===== config.mk =====
export PLATFORM = sky130hd
export DESIGN_NAME = pgdesc_hist_upd
export DESIGN_NICKNAME = d
export VERILOG_FILES = /design/src/rtl/pgdesc_pkg.sv /design/src/rtl/pgdesc_decide.sv /design/src/rtl/pgdesc_merge.sv /design/src/rtl/pgdesc_hist_upd.sv
export SDC_FILE = /design/constraint.sdc
export NUM_CORES = 1
export LEC_CHECK = 0
export BUFFER_PORTS_ARGS = -buffer_cell sky130_fd_sc_hd__buf_2
export CAP_MARGIN = 20
export CORE_ASPECT_RATIO = 0.6
export CORE_MARGIN = 2
export CORE_UTILIZATION = 30
export CTS_CLUSTER_DIAMETER = 80
export DETAILED_ROUTE_END_ITERATION = 10
export GPL_ROUTABILITY_DRIVEN = 0
export HOLD_SLACK_MARGIN = 0.06
export RECOVER_POWER = 50
export SETUP_SLACK_MARGIN = 0.1
export SLEW_MARGIN = 15
export SYNTH_ARGS = -nofsm -noshare
export SYNTH_HDL_FRONTEND = slang
export SYNTH_HIERARCHICAL = 1
export SYNTH_SLANG_ARGS = --single-unit

===== constraint.sdc =====
create_clock -name clk -period 2.2 [get_ports clk]
set_input_delay 0.44 -clock clk [delete_from_list [all_inputs] [get_ports clk]]
set_output_delay 0.44 -clock clk [all_outputs]
set_load 0.01 [all_outputs]

===== src/rtl/pgdesc_pkg.sv =====
package pgdesc_pkg;

    typedef enum logic [1:0] {
        UPD_NONE   = 2'd0,
        UPD_PLAIN  = 2'd1,
        UPD_LOCKED = 2'd2
    } upd_kind_e;

    typedef enum logic [2:0] {
        ST_IDLE   = 3'd0,
        ST_PWRITE = 3'd1,
        ST_LREAD  = 3'd2,
        ST_LWRITE = 3'd3,
        ST_FIN    = 3'd4
    } upd_state_e;

endpackage


===== src/rtl/pgdesc_decide.sv =====
module pgdesc_decide
    import pgdesc_pkg::*;
(
    input  logic      is_write,
    input  logic      wprot,
    input  logic      used,
    input  logic      dirty,
    output upd_kind_e kind,
    output logic      set_used,
    output logic      set_dirty,
    output logic      new_used,
    output logic      new_dirty
);
    logic dirty_allowed;

    always_comb begin
        dirty_allowed = is_write && !wprot;
        set_used      = !used;
        set_dirty     = dirty_allowed && !dirty;
        new_used      = 1'b1;
        new_dirty     = dirty || dirty_allowed;

        if (!used) begin
            // first touch; a plain store is safe only when both flags move together
            if (dirty_allowed && !dirty) begin
                kind = UPD_PLAIN;
            end else begin
                kind = UPD_LOCKED;
            end
        end else if (set_dirty) begin
            kind = UPD_PLAIN;
        end else begin
            kind = UPD_NONE;
        end
    end
endmodule


===== src/rtl/pgdesc_merge.sv =====
module pgdesc_merge #(
    parameter int DATA_W    = 32,
    parameter int USED_BIT  = 3,
    parameter int DIRTY_BIT = 4
) (
    input  logic [DATA_W-1:0] base,
    input  logic              set_used,
    input  logic              set_dirty,
    output logic [DATA_W-1:0] merged
);
    logic [DATA_W-1:0] used_mask;
    logic [DATA_W-1:0] dirty_mask;

    always_comb begin
        used_mask            = '0;
        dirty_mask           = '0;
        used_mask[USED_BIT]  = set_used;
        dirty_mask[DIRTY_BIT] = set_dirty;
        merged               = base | used_mask | dirty_mask;
    end
endmodule


===== src/rtl/pgdesc_hist_upd.sv =====
module pgdesc_hist_upd
    import pgdesc_pkg::*;
#(
    parameter int ADDR_W    = 32,
    parameter int DATA_W    = 32,
    parameter int USED_BIT  = 3,
    parameter int DIRTY_BIT = 4
) (
    input  logic              clk,
    input  logic              rst,
    input  logic              start_i,
    input  logic              is_write_i,
    input  logic              wprot_i,
    input  logic              used_i,
    input  logic              dirty_i,
    input  logic [ADDR_W-1:0] desc_addr_i,
    input  logic [DATA_W-1:0] desc_i,
    output logic              mem_rd_o,
    output logic              mem_wr_o,
    output logic              mem_lock_o,
    output logic [ADDR_W-1:0] mem_addr_o,
    output logic [DATA_W-1:0] mem_wdata_o,
    input  logic [DATA_W-1:0] mem_rdata_i,
    input  logic              mem_ack_i,
    output logic              busy_o,
    output logic              done_o,
    output logic              used_o,
    output logic              dirty_o
);

    typedef struct packed {
        upd_state_e        st;
        logic [ADDR_W-1:0] addr;
        logic [DATA_W-1:0] data;
        logic              set_used;
        logic              set_dirty;
        logic              used;
        logic              dirty;
    } upd_regs_t;

    upd_regs_t r_d, r_q;

    upd_kind_e         dec_kind;
    logic              dec_set_used, dec_set_dirty;
    logic              dec_new_used, dec_new_dirty;
    logic [DATA_W-1:0] plain_word;
    logic [DATA_W-1:0] rmw_word;

    pgdesc_decide i_decide (
        .is_write  (is_write_i),
        .wprot     (wprot_i),
        .used      (used_i),
        .dirty     (dirty_i),
        .kind      (dec_kind),
        .set_used  (dec_set_used),
        .set_dirty (dec_set_dirty),
        .new_used  (dec_new_used),
        .new_dirty (dec_new_dirty)
    );

    // word for a plain store: walk copy of the descriptor plus new flags
    pgdesc_merge #(
        .DATA_W    (DATA_W),
        .USED_BIT  (USED_BIT),
        .DIRTY_BIT (DIRTY_BIT)
    ) i_merge_plain (
        .base      (desc_i),
        .set_used  (dec_set_used),
        .set_dirty (dec_set_dirty),
        .merged    (plain_word)
    );

    // word for the locked write-back: fresh read data plus new flags
    pgdesc_merge #(
        .DATA_W    (DATA_W),
        .USED_BIT  (USED_BIT),
        .DIRTY_BIT (DIRTY_BIT)
    ) i_merge_rmw (
        .base      (mem_rdata_i),
        .set_used  (r_q.set_used),
        .set_dirty (r_q.set_dirty),
        .merged    (rmw_word)
    );

    always_comb begin
        r_d = r_q;
        unique case (r_q.st)
            ST_IDLE: begin
                if (start_i) begin
                    r_d.addr      = desc_addr_i;
                    r_d.set_used  = dec_set_used;
                    r_d.set_dirty = dec_set_dirty;
                    r_d.used      = dec_new_used;
                    r_d.dirty     = dec_new_dirty;
                    unique case (dec_kind)
                        UPD_PLAIN: begin
                            r_d.data = plain_word;
                            r_d.st   = ST_PWRITE;
                        end
                        UPD_LOCKED: begin
                            r_d.st = ST_LREAD;
                        end
                        default: begin
                            r_d.st = ST_FIN;
                        end
                    endcase
                end
            end
            ST_PWRITE: begin
                if (mem_ack_i) begin
                    r_d.st = ST_FIN;
                end
            end
            ST_LREAD: begin
                if (mem_ack_i) begin
                    r_d.data = rmw_word;
                    r_d.st   = ST_LWRITE;
                end
            end
            ST_LWRITE: begin
                if (mem_ack_i) begin
                    r_d.st = ST_FIN;
                end
            end
            ST_FIN: begin
                r_d.st = ST_IDLE;
            end
            default: begin
                r_d.st = ST_IDLE;
            end
        endcase
    end

    always_ff @(posedge clk) begin
        if (rst) begin
            r_q <= '{st: ST_IDLE, addr: '0, data: '0, set_used: 1'b0,
                     set_dirty: 1'b0, used: 1'b0, dirty: 1'b0};
        end else begin
            r_q <= r_d;
        end
    end

    assign mem_rd_o    = (r_q.st == ST_LREAD);
    assign mem_wr_o    = (r_q.st == ST_PWRITE) || (r_q.st == ST_LWRITE);
    assign mem_lock_o  = (r_q.st == ST_LREAD) || (r_q.st == ST_LWRITE);
    assign mem_addr_o  = r_q.addr;
    assign mem_wdata_o = r_q.data;
    assign busy_o      = (r_q.st != ST_IDLE);
    assign done_o      = (r_q.st == ST_FIN);
    assign used_o      = r_q.used;
    assign dirty_o     = r_q.dirty;

endmodule


### After elaboration in Yosys (flattened, before gate mapping)

Index checks and enable logic that the tools add are counted.

| storage, ports and cells | value |
|---|---|
| flip-flop bits (word level) | 71 |
| output and inout bits | 71 |

| operators by class | value |
|---|---|
| bitwise operators | 4 |
| equal/unequal tests | 10 |
| mux-type cells | 11 |
| reduce and logical (&&, ||, !) cells | 15 |

Operators by type and width:

| operator | count |
|---|---|
| $mux W71 | 1 |
| $mux W32 | 2 |
| $or A32 B4 Y32 | 2 |
| $or A32 B5 Y32 | 2 |
| $pmux W32 S2 | 1 |
| $pmux W3 S3 | 1 |
| $eq A3 B2 Y1 const B | 2 |
| $mux W3 | 2 |
| $ne A2 B1 Y1 const B | 3 |
| $pmux W3 S2 | 1 |
| $mux W2 | 2 |
| $reduce_and A4 Y1 | 1 |
| $eq A3 B1 Y1 const B | 1 |
| $eq A3 B3 Y1 const B | 1 |
| $logic_not A1 Y1 | 3 |
| $logic_not A3 Y1 | 1 |
| $logic_or A1 B1 Y1 | 3 |
| $reduce_and A3 Y1 | 1 |
| $reduce_bool A3 Y1 | 1 |
| $eq A2 B1 Y1 const B | 1 |
| $eq A2 B2 Y1 const B | 1 |
| $logic_and A1 B1 Y1 | 2 |
| $ne A2 B2 Y1 const B | 1 |
| $reduce_and A2 Y1 | 1 |
| 3 further kinds | 3 |

### Depth between registers and ports, before layout

Gate-level depths: netlist (run 1).

| logic depth | value |
|---|---|
| depth in word-level cells | 9 |
| depth in mapped cells | 8 |
| depth with buffers taken out | 7 |

### Modules after synthesis

The synthesis (run 1) kept the hierarchy.

Modules (own cells, without submodules):

| module | area an instance (µm²) | instances | sequential area each (µm²) | cells each |
|---|---|---|---|---|
| pgdesc_hist_upd | 4048.9 | 1 | 1421.4 | 502 |
| pgdesc_merge | 237.7 | 2 | 0.0 | 32 |
| pgdesc_decide | 50.0 | 1 | 0.0 | 8 |

### Least setup slack after synthesis (run 1)

No wires, ideal clock.

| timing | value |
|---|---|
| path kind | input to register |
| start | in wprot_i |
| end | reg r_q, in the netlist mem_wdata_o[10] |
| library setup time | 0.079 ns |
| required time | 2.121 ns |
| cell stages on the path | 7 |
| arrival time | 1.758 ns |
| setup slack | 0.363 ns |
| cells stage by stage | nor3b_2 > buf_4 > ha_1 > nand3b_4 > a211o_1 > buf_2 > o211ai_1 |

| between the ends | value |
|---|---|
| word-level cells in the longest chain between the ends | 8 |
| elaborated cells between the ends (all ways) | 9 |
| classes of those cells | 2 x eq/ne; 3 x mux; 4 x reduce/logical |

Ends and longest elaborated chain:

| item | line | RTL |
|---|---|---|
| start, declared | pgdesc_hist_upd.sv:13 | `input logic wprot_i,` |
| $logic_not A1 Y1 (*) | pgdesc_decide.sv:17 | `dirty_allowed = is_write && !wprot;` |
| $logic_and A1 B1 Y1 (*) | pgdesc_decide.sv:17 |  |
| $logic_and A1 B1 Y1 (*) | pgdesc_decide.sv:19, pgdesc_decide.sv:25 |  |
| $mux W2 / $mux W1 (equally long branches) | pgdesc_decide.sv:25, pgdesc_decide.sv:30 |  |
| $mux W2 (*) | pgdesc_decide.sv:23 | `if (!used) begin` |
| net dec_kind[0] | pgdesc_hist_upd.sv:43 | `upd_kind_e dec_kind;` |
| $eq A2 B1 Y1 (*) | pgdesc_hist_upd.sv:95 | `unique case (dec_kind)` |
| $ne A2 B1 Y1 (no source line) (*) | - |  |
| $reduce_and A4 Y1 (no source line) (*) | - |  |
| end signal, assigned | pgdesc_hist_upd.sv:136 | `r_q <= '{st: ST_IDLE, addr: '0, data: '0, set_used: 1'b0,` |
| end signal, assigned | pgdesc_hist_upd.sv:139 | `r_q <= r_d;` |
| end, declared | pgdesc_hist_upd.sv:41 | `upd_regs_t r_d, r_q;` |

Mark *: on every way through the listed nets, which the timed path passes. The rest lies on a longest branch.
A chain may end at the register's enable or synchronous reset.

### Final worst setup path (run 1)

| timing | value |
|---|---|
| start | reg r_q[69] (netlist name) |
| end | out busy_o |

| between the ends | value |
|---|---|
| word-level cells in the longest chain between the ends | 1 |

Ends and longest elaborated chain:

| item | line | RTL |
|---|---|---|
| $reduce_bool A3 Y1 | pgdesc_hist_upd.sv:148 | `assign busy_o = (r_q.st != ST_IDLE);` |
| end, declared | pgdesc_hist_upd.sv:25 | `output logic busy_o,` |

No other way between the ends.

==> run_results.csv, run 1 <==
group,metric,value,unit
run_status,outcome,"finished, final reports clean",
routing,drc,0,
setup_path,arrival,1.40,ns
grt,use_met3,0.0484,
grt,antenna_found_initial,0,
setup_path,critical_path.max_fanout,10,
floorplanning,die-height,99.7,um
place,portBuffers,174,
cells_and_area,nets,718,
grt,grt_util_met1,0.192,
routing,wl_per_cell,13.4,um
min_path,hold_path.class,"input port to flip-flop",
setup_path,worstSetupPathType,"flip-flop to output port",
cts,postCtsSetupRepairBufs,0,
setup_path,slowest_delay,0.39,ns
routing,ant_nets,0,
cts,cts_hold_buf,0,
floorplanning,die_width,163,um
grt,grt.total_usage,0.133,
routing,first_pass_iters,4,
cts,clk_pin_slew,0.06,ns
synthesis,synth_nets,680,
routing,viasPerCell,4.29,
power,p_leak,2.15,nW
power,ir_worst_vdd,321,uV
cts,clock_path_buffers,2,
sta,min_period,1.84,ns
sta,setup_violations,0,
cells_and_area,fillers,1635,
floorplanning,boundaryPins,175,
min_path,hp-start,"desc_addr_i[15]",
place,dp.cells,799,
synthesis,netlist-cell-type-count,31,
cells_and_area,fin_cells,815,
power,p_total,3.50,mW
floorplanning,die-area,16300,um^2
grt,gr-usage-met2,0.190,
synthesis,yosys_warnings,6,
grt,top_usage_layer,"met1",
synthesis,ys_ff_latch,71,
floorplanning,rows,34,
sta,fmax,543,MHz
synthesis,ys_seq_area_frac,0.311,
cells_and_area,final_layout_size_suffix_gt1_frac,0.227,
cts,cts_root_buf,"clkbuf_16",
sta,slew_viol_final,0,
sta,rsz0062_at_grt,"false",
power,power_density,718,nW/um^2
cts,cts_buffers,9,
cts,clock_tree.htree_level_count,3,
cells_and_area,diodes,0,
routing,route.vias.total,3494,
setup_path,reg2reg_from,"r_q[69]$_SDFFE_PP0P_",
setup_path,critPathLaunch,"r_q[69]$_SDFFE_PP0P_",
grt,grt_first_pass_wirelength,17000,um
routing,drtIter0Drc,192,
setup_path,crit_path_start_kind,"flip-flop",
sta,hold_violations,0,
setup_path,end_kind,"output port",
cts,cts-resized-gates,0,
grt,grt_pass1_vias,3254,
sta,fin_skew,0.00454,ns
setup_path,crit_slowest_cell,"or3_1",
grt,grt_max_degree,38,
grt,grt_overflow,0,
floorplanning,start_util,0.312,
sta,post-route-period-util,0.837,
place,place_hpwl,7740,um
cts,insertion_delay,0.33,ns
synthesis,synth_cells,574,
cells_and_area,area_growth,6.62,%
floorplanning,core_region_area,14700,um^2
setup_path,worstPathRequired,1.76,ns
routing,wl,11000,um
sta,fin_tns_setup,0,ns
cts,cts_tree,"yes",
synthesis,netlist_area,4570,um^2
synthesis,syn_area_per_cell,7.97,um^2
cts,cts_sinks,71,
setup_path,worstPathCellList,"clkbuf_1 -> or3_1 -> buf_2",
job,cap_violations,0,
-- stage by stage --
| stage | area [um^2] | hold WS [ns] | worst slack (ns) | util |
|---|---|---|---|---|
| floorplan | 4570 | 0.432 | 0.363 | - |
| global placement | 4680 | 0.440 | 0.230 | 0.319 |
| detailed placement | 4680 | 0.443 | 0.171 | 0.319 |
| CTS | 4970 | 0.333 | 0.134 | 0.339 |
| global route | 4880 | 0.340 | 0.248 | 0.332 |
| finish | 4880 | 0.343 | 0.358 | 0.332 |
-- power breakdown --
group	switching [mW]	total (mW)	internal [mW]	leakage (nW)
logic	0.363	0.639	0.276	1.43
clock network	0.548	1.46	0.909	0.140
registers	0.0376	1.40	1.37	0.579
total	0.949	3.50	2.55	2.15
-- routing by layer --
metal	vias up	routed length, um
met1	1552	5550
li1	1827	-
met4	0	57
met5	-	0
met2	108	4390
met3	7	951
-- registers in the layout, indices dropped and copies added (netlist names) --
name         count
dirty_o          1
used_o           1
r_q              5
mem_addr_o      32
mem_wdata_o     32
-- cells by family (layout without fill, tap and decap cells) --
logic type      Yosys count  count (layout)  synth area share
flops                    71              71             0.311
fa+ha+maj                 2               2           0.00547
other cells               1               1          0.000820
mux                      32              32            0.0700
simple gates            223             223             0.246
buf+inv                 170             213             0.264
compound gates           75              75             0.103
-- Yosys cell counts --
master / number / area [um^2]
a211o_1: 1 / 8.76
a211oi_1: 1 / 7.51
a21o_1: 1 / 7.51
a21oi_1: 38 / 190
and2_1: 32 / 200
buf_2: 5 / 25.0
buf_4: 128 / 961
buf_6: 11 / 124
clkbuf_1: 21 / 78.8
conb_1: 1 / 3.75
dfxtp_1: 71 / 1420
ha_1: 2 / 25.0
inv_1: 5 / 18.8
mux2i_1: 32 / 320
nand2_1: 108 / 405
nand3_1: 32 / 160
nand3b_1: 1 / 7.51
nand3b_4: 1 / 20.0
nor2_1: 2 / 7.51
nor2b_1: 34 / 213
nor3_1: 1 / 5.00
nor3b_1: 1 / 7.51
nor3b_2: 1 / 12.5
nor4b_4: 1 / 23.8
o211a_1: 1 / 10.0
o211ai_1: 32 / 240
o21bai_1: 1 / 7.51
or2_1: 5 / 31.3
or3_1: 2 / 12.5
or3b_1: 1 / 8.76
or4b_1: 1 / 10.0
-- layout make-up --
cell class | count | area, um^2 | share of cell area
clock buffer | 13 | 250 | 0.0513
multi-input combinational | 333 | 1940 | 0.398
clock inverter | 3 | 42.5 | 0.00872
inverter | 5 | 18.8 | 0.00385
tap | 198 | 248 | 0.0508
timing repair buffer | 192 | 953 | 0.195
sequential | 71 | 1420 | 0.291
-- layout by cell type, fill, tap and decap left out --
| cell type | instances |
|---|---|
| or3b_4 | 1 |
| o211a_1 | 1 |
| buf_2 | 108 |
| clkinv_2 | 1 |
| nand3b_1 | 1 |
| dfxtp_1 | 71 |
| a21oi_1 | 38 |
| nor3_1 | 1 |
| clkbuf_16 | 9 |
| inv_1 | 5 |
| buf_4 | 13 |
| nor3b_1 | 2 |
| buf_12 | 3 |
| clkbuf_1 | 71 |
| nor4b_4 | 1 |
| ha_1 | 2 |
| bufinv_16 | 1 |
| mux2i_1 | 32 |
| nand3b_4 | 1 |
| and2_1 | 32 |
| clkbuf_8 | 1 |
| or2_1 | 5 |
| nor2_1 | 2 |
| o211ai_1 | 32 |
| nor2b_1 | 34 |
| a211o_1 | 1 |
| nand2_1 | 108 |
| conb_1 | 1 |
| o21bai_1 | 1 |
| a21o_1 | 1 |
| or4b_1 | 1 |
| a211oi_1 | 1 |
| nand3_1 | 32 |
| or3_1 | 2 |
| clkinvlp_4 | 1 |
-- worst max-delay path: cells and delay by family (launching register included) --
kind / cells / cell delay, ns
buf+inv: 2 / 0.37
flops: 1 / 0.30
simple gates: 1 / 0.39
-- path summary, 6_finish.rpt --
check / slack (ns) / depth (start not counted) / to
max: 0.36 / 3 / busy_o
min: 0.34 / 3 / mem_addr_o[15]$_SDFFE_PP0P_
max reg2reg: 0.49 / 5 / r_q[68]$_SDFFE_PP0P_
min reg2reg: 0.45 / 2 / mem_addr_o[28]$_SDFFE_PP0P_
Note: power is estimated with default switching activity, not from simulation.
==> run 2, diff against run 1 <==
==> constraint.sdc (replaced) <==
create_clock -name clk -period 1.55 [get_ports clk]
set_input_delay 0.31 -clock clk [delete_from_list [all_inputs] [get_ports clk]]
set_output_delay 0.31 -clock clk [all_outputs]
set_load 0.01 [all_outputs]
==> run_results.csv, run 2 (same netlist as run 1, synthesis figures left out) <==
group,metric,value,unit
sta,hold_violations,0,
power,ir_worst_vdd,500,uV
min_path,hold_path.class,"input port to flip-flop",
routing,ant_nets,0,
cts,clock_path_buffers,2,
min_path,hold_depth,3,
floorplanning,die-area,16300,um^2
cts,insertion_delay,0.33,ns
cts,cts_buffers,9,
min_path,hp-start,"desc_addr_i[22]",
routing,route.vias.total,3735,
sta,post-route-period-util,1.06,
cells_and_area,nets,744,
setup_path,crit_path_start_kind,"flip-flop",
grt,grt_overflow,0,
sta,rsz0062_at_grt,"true",
setup_path,r2r_setup_slack,-0.1,ns
cells_and_area,final_util,0.392,
setup_path,critical_path.max_fanout,8,
run_status,failed_checks,"setup timing",
power,power_density,970,nW/um^2
routing,wl_per_cell,16.2,um
floorplanning,die_width,163,um
place,place_hpwl,7790,um
cts,cts_root_buf,"clkbuf_16",
power,p_sw,1.64,mW
floorplanning,boundaryPins,175,
setup_path,reg2reg_to,"mem_addr_o[13]$_SDFFE_PP0P_",
sta,slew_viol_final,0,
place,portBuffers,174,
routing,drc,0,
setup_path,end_kind,"flip-flop",
setup_path,reg2reg_from,"r_q[70]$_SDFFE_PP0P_",
cells_and_area,area_growth,25.8,%
grt,grt_first_pass_wirelength,19900,um
power,internal_power,3.95,mW
sta,fmax,607,MHz
grt,grt_max_degree,37,
power,switching_share,0.293,
cells_and_area,final_cell_mix,"buf_2 (130), nand2_1 (81), dfxtp_1 (68)",
cells_and_area,fin_cells,841,
floorplanning,die-height,99.7,um
grt,grt_pass1_vias,3650,
grt,grt.total_usage,0.160,
run_status,outcome,"finished with violations",
job,cap_violations,0,
floorplanning,start_util,0.312,
routing,drtIter0Drc,204,
grt,antenna_found_initial,1,
routing,first_pass_iters,4,
power,p_total,5.58,mW
setup_path,arrival,1.85,ns
cts,cts_sinks,71,
cts,cts_tree,"yes",
floorplanning,core_region_area,14700,um^2
cts,clk_pin_slew,0.06,ns
sta,fin_skew,0.00802,ns
power,pwr-share-seq,0.360,
place,dp.cells,802,
power,pwr-share-clk,0.383,
floorplanning,rows,34,
routing,viasPerCell,4.44,
setup_path,worstPathRequired,1.75,ns
cells_and_area,final_common_cell,"buf_2",
power,p_leak,2.61,nW
sta,layout_setup_ws,-0.0985,ns
power,combPwrFrac,0.257,
setup_path,rr_worst_depth,6,
routing,wl,13600,um
cts,clock_tree.htree_level_count,3,
min_path,worstHoldEndpoint,"mem_addr_o[22]$_SDFFE_PP0P_",
cells_and_area,final_layout_size_suffix_gt1_frac,0.404,
cells_and_area,diodes,0,
sta,setup_violations,29,
setup_path,worstSetupPathType,"flip-flop to flip-flop",
sta,min_period,1.65,ns
## run 2: cell count changes in the layout (fill, tap and decap cells not counted), moves of 19 or more
| cell | change |
|---|---|
| a21oi_1 | -21 |
| a21oi_2 | +21 |
| buf_2 | +22 |
| clkbuf_1 | -30 |
| nand2_1 | -27 |
| nand2_4 | +19 |
## run 2: final cells by class
type | instances | area (um^2)
flip-flops and latches | 71 | 1430
fillers | 1526 | 8920
well taps | 198 | 248
clock buffers | 10 | 239
inverters | 5 | 23.8
multi-input cells | 336 | 2320
clock inverters | 6 | 67.6
repair buffers | 215 | 1430
## run 2: power groups by stage
| stage | Sequential, mW | Clock [mW] | Combinational (mW) |
|---|---|---|---|
| after global routing | 2.02 | 2.28 | 1.55 |
| after detailed placement | 2.03 | 0 | 0.988 |
| after global placement | 2.03 | 0 | 0.988 |
| after floorplan | 2.02 | 0 | 0.858 |
| after CTS | 1.99 | 2.21 | 1.29 |
| final | 2.01 | 2.14 | 1.44 |
## run 2: worst max path at each step
| stage | startpoint | endpoint | slack, ns |
|---|---|---|---|
| floorplan | dirty_i | mem_wdata_o[10]$_SDFFE_PP0P_ | -0.08 |
| detailed placement | dirty_i | mem_wdata_o[12]$_SDFFE_PP0P_ | -0.30 |
| CTS | r_q[70]$_SDFFE_PP0P_ | mem_rd_o | -0.11 |
| global route | r_q[70]$_SDFFE_PP0P_ | mem_addr_o[13]$_SDFFE_PP0P_ | -0.13 |
| finish | r_q[70]$_SDFFE_PP0P_ | mem_addr_o[13]$_SDFFE_PP0P_ | -0.1 |
| global placement | dirty_i | mem_wdata_o[15]$_SDFFE_PP0P_ | -0.27 |
## run 2: metrics by stage
step	setup slack [ns]	TNS (ns)	area (um^2)	hold WS [ns]
floorplan	-0.0776	-2.31	4640	0.434
global placement	-0.268	-8.59	4730	0.442
detailed placement	-0.301	-9.48	4730	0.442
CTS	-0.105	-0.899	5450	0.198
global route	-0.126	-3.13	5750	0.197
finish	-0.0985	-1.37	5750	0.208
## run 2: worst max-delay path, cell delays in order (launching register included)
cell and delay (ns):
dfxtp_2 0.33, buf_6 0.13, or4b_4 0.60, buf_12 0.17, clkbuf_16 0.16, nand2_1 0.06
a21oi_1 0.05
## run 2: what timing repair did
action / in CTS / in global routing
gates resized for setup: 32 / 85
gates cloned: 9 / 5
pin swaps: 13 / 27
buffers inserted: 10 / 3
hold buffers: 0 / 0
endpoints found under the setup margin: 74 / 75
## run 2: metal layers
metal  wire length, um  track usage
met1              7030        0.227
met2              5400        0.232
met3              1090       0.0588
met4                81       0.0340
met5                 0            0
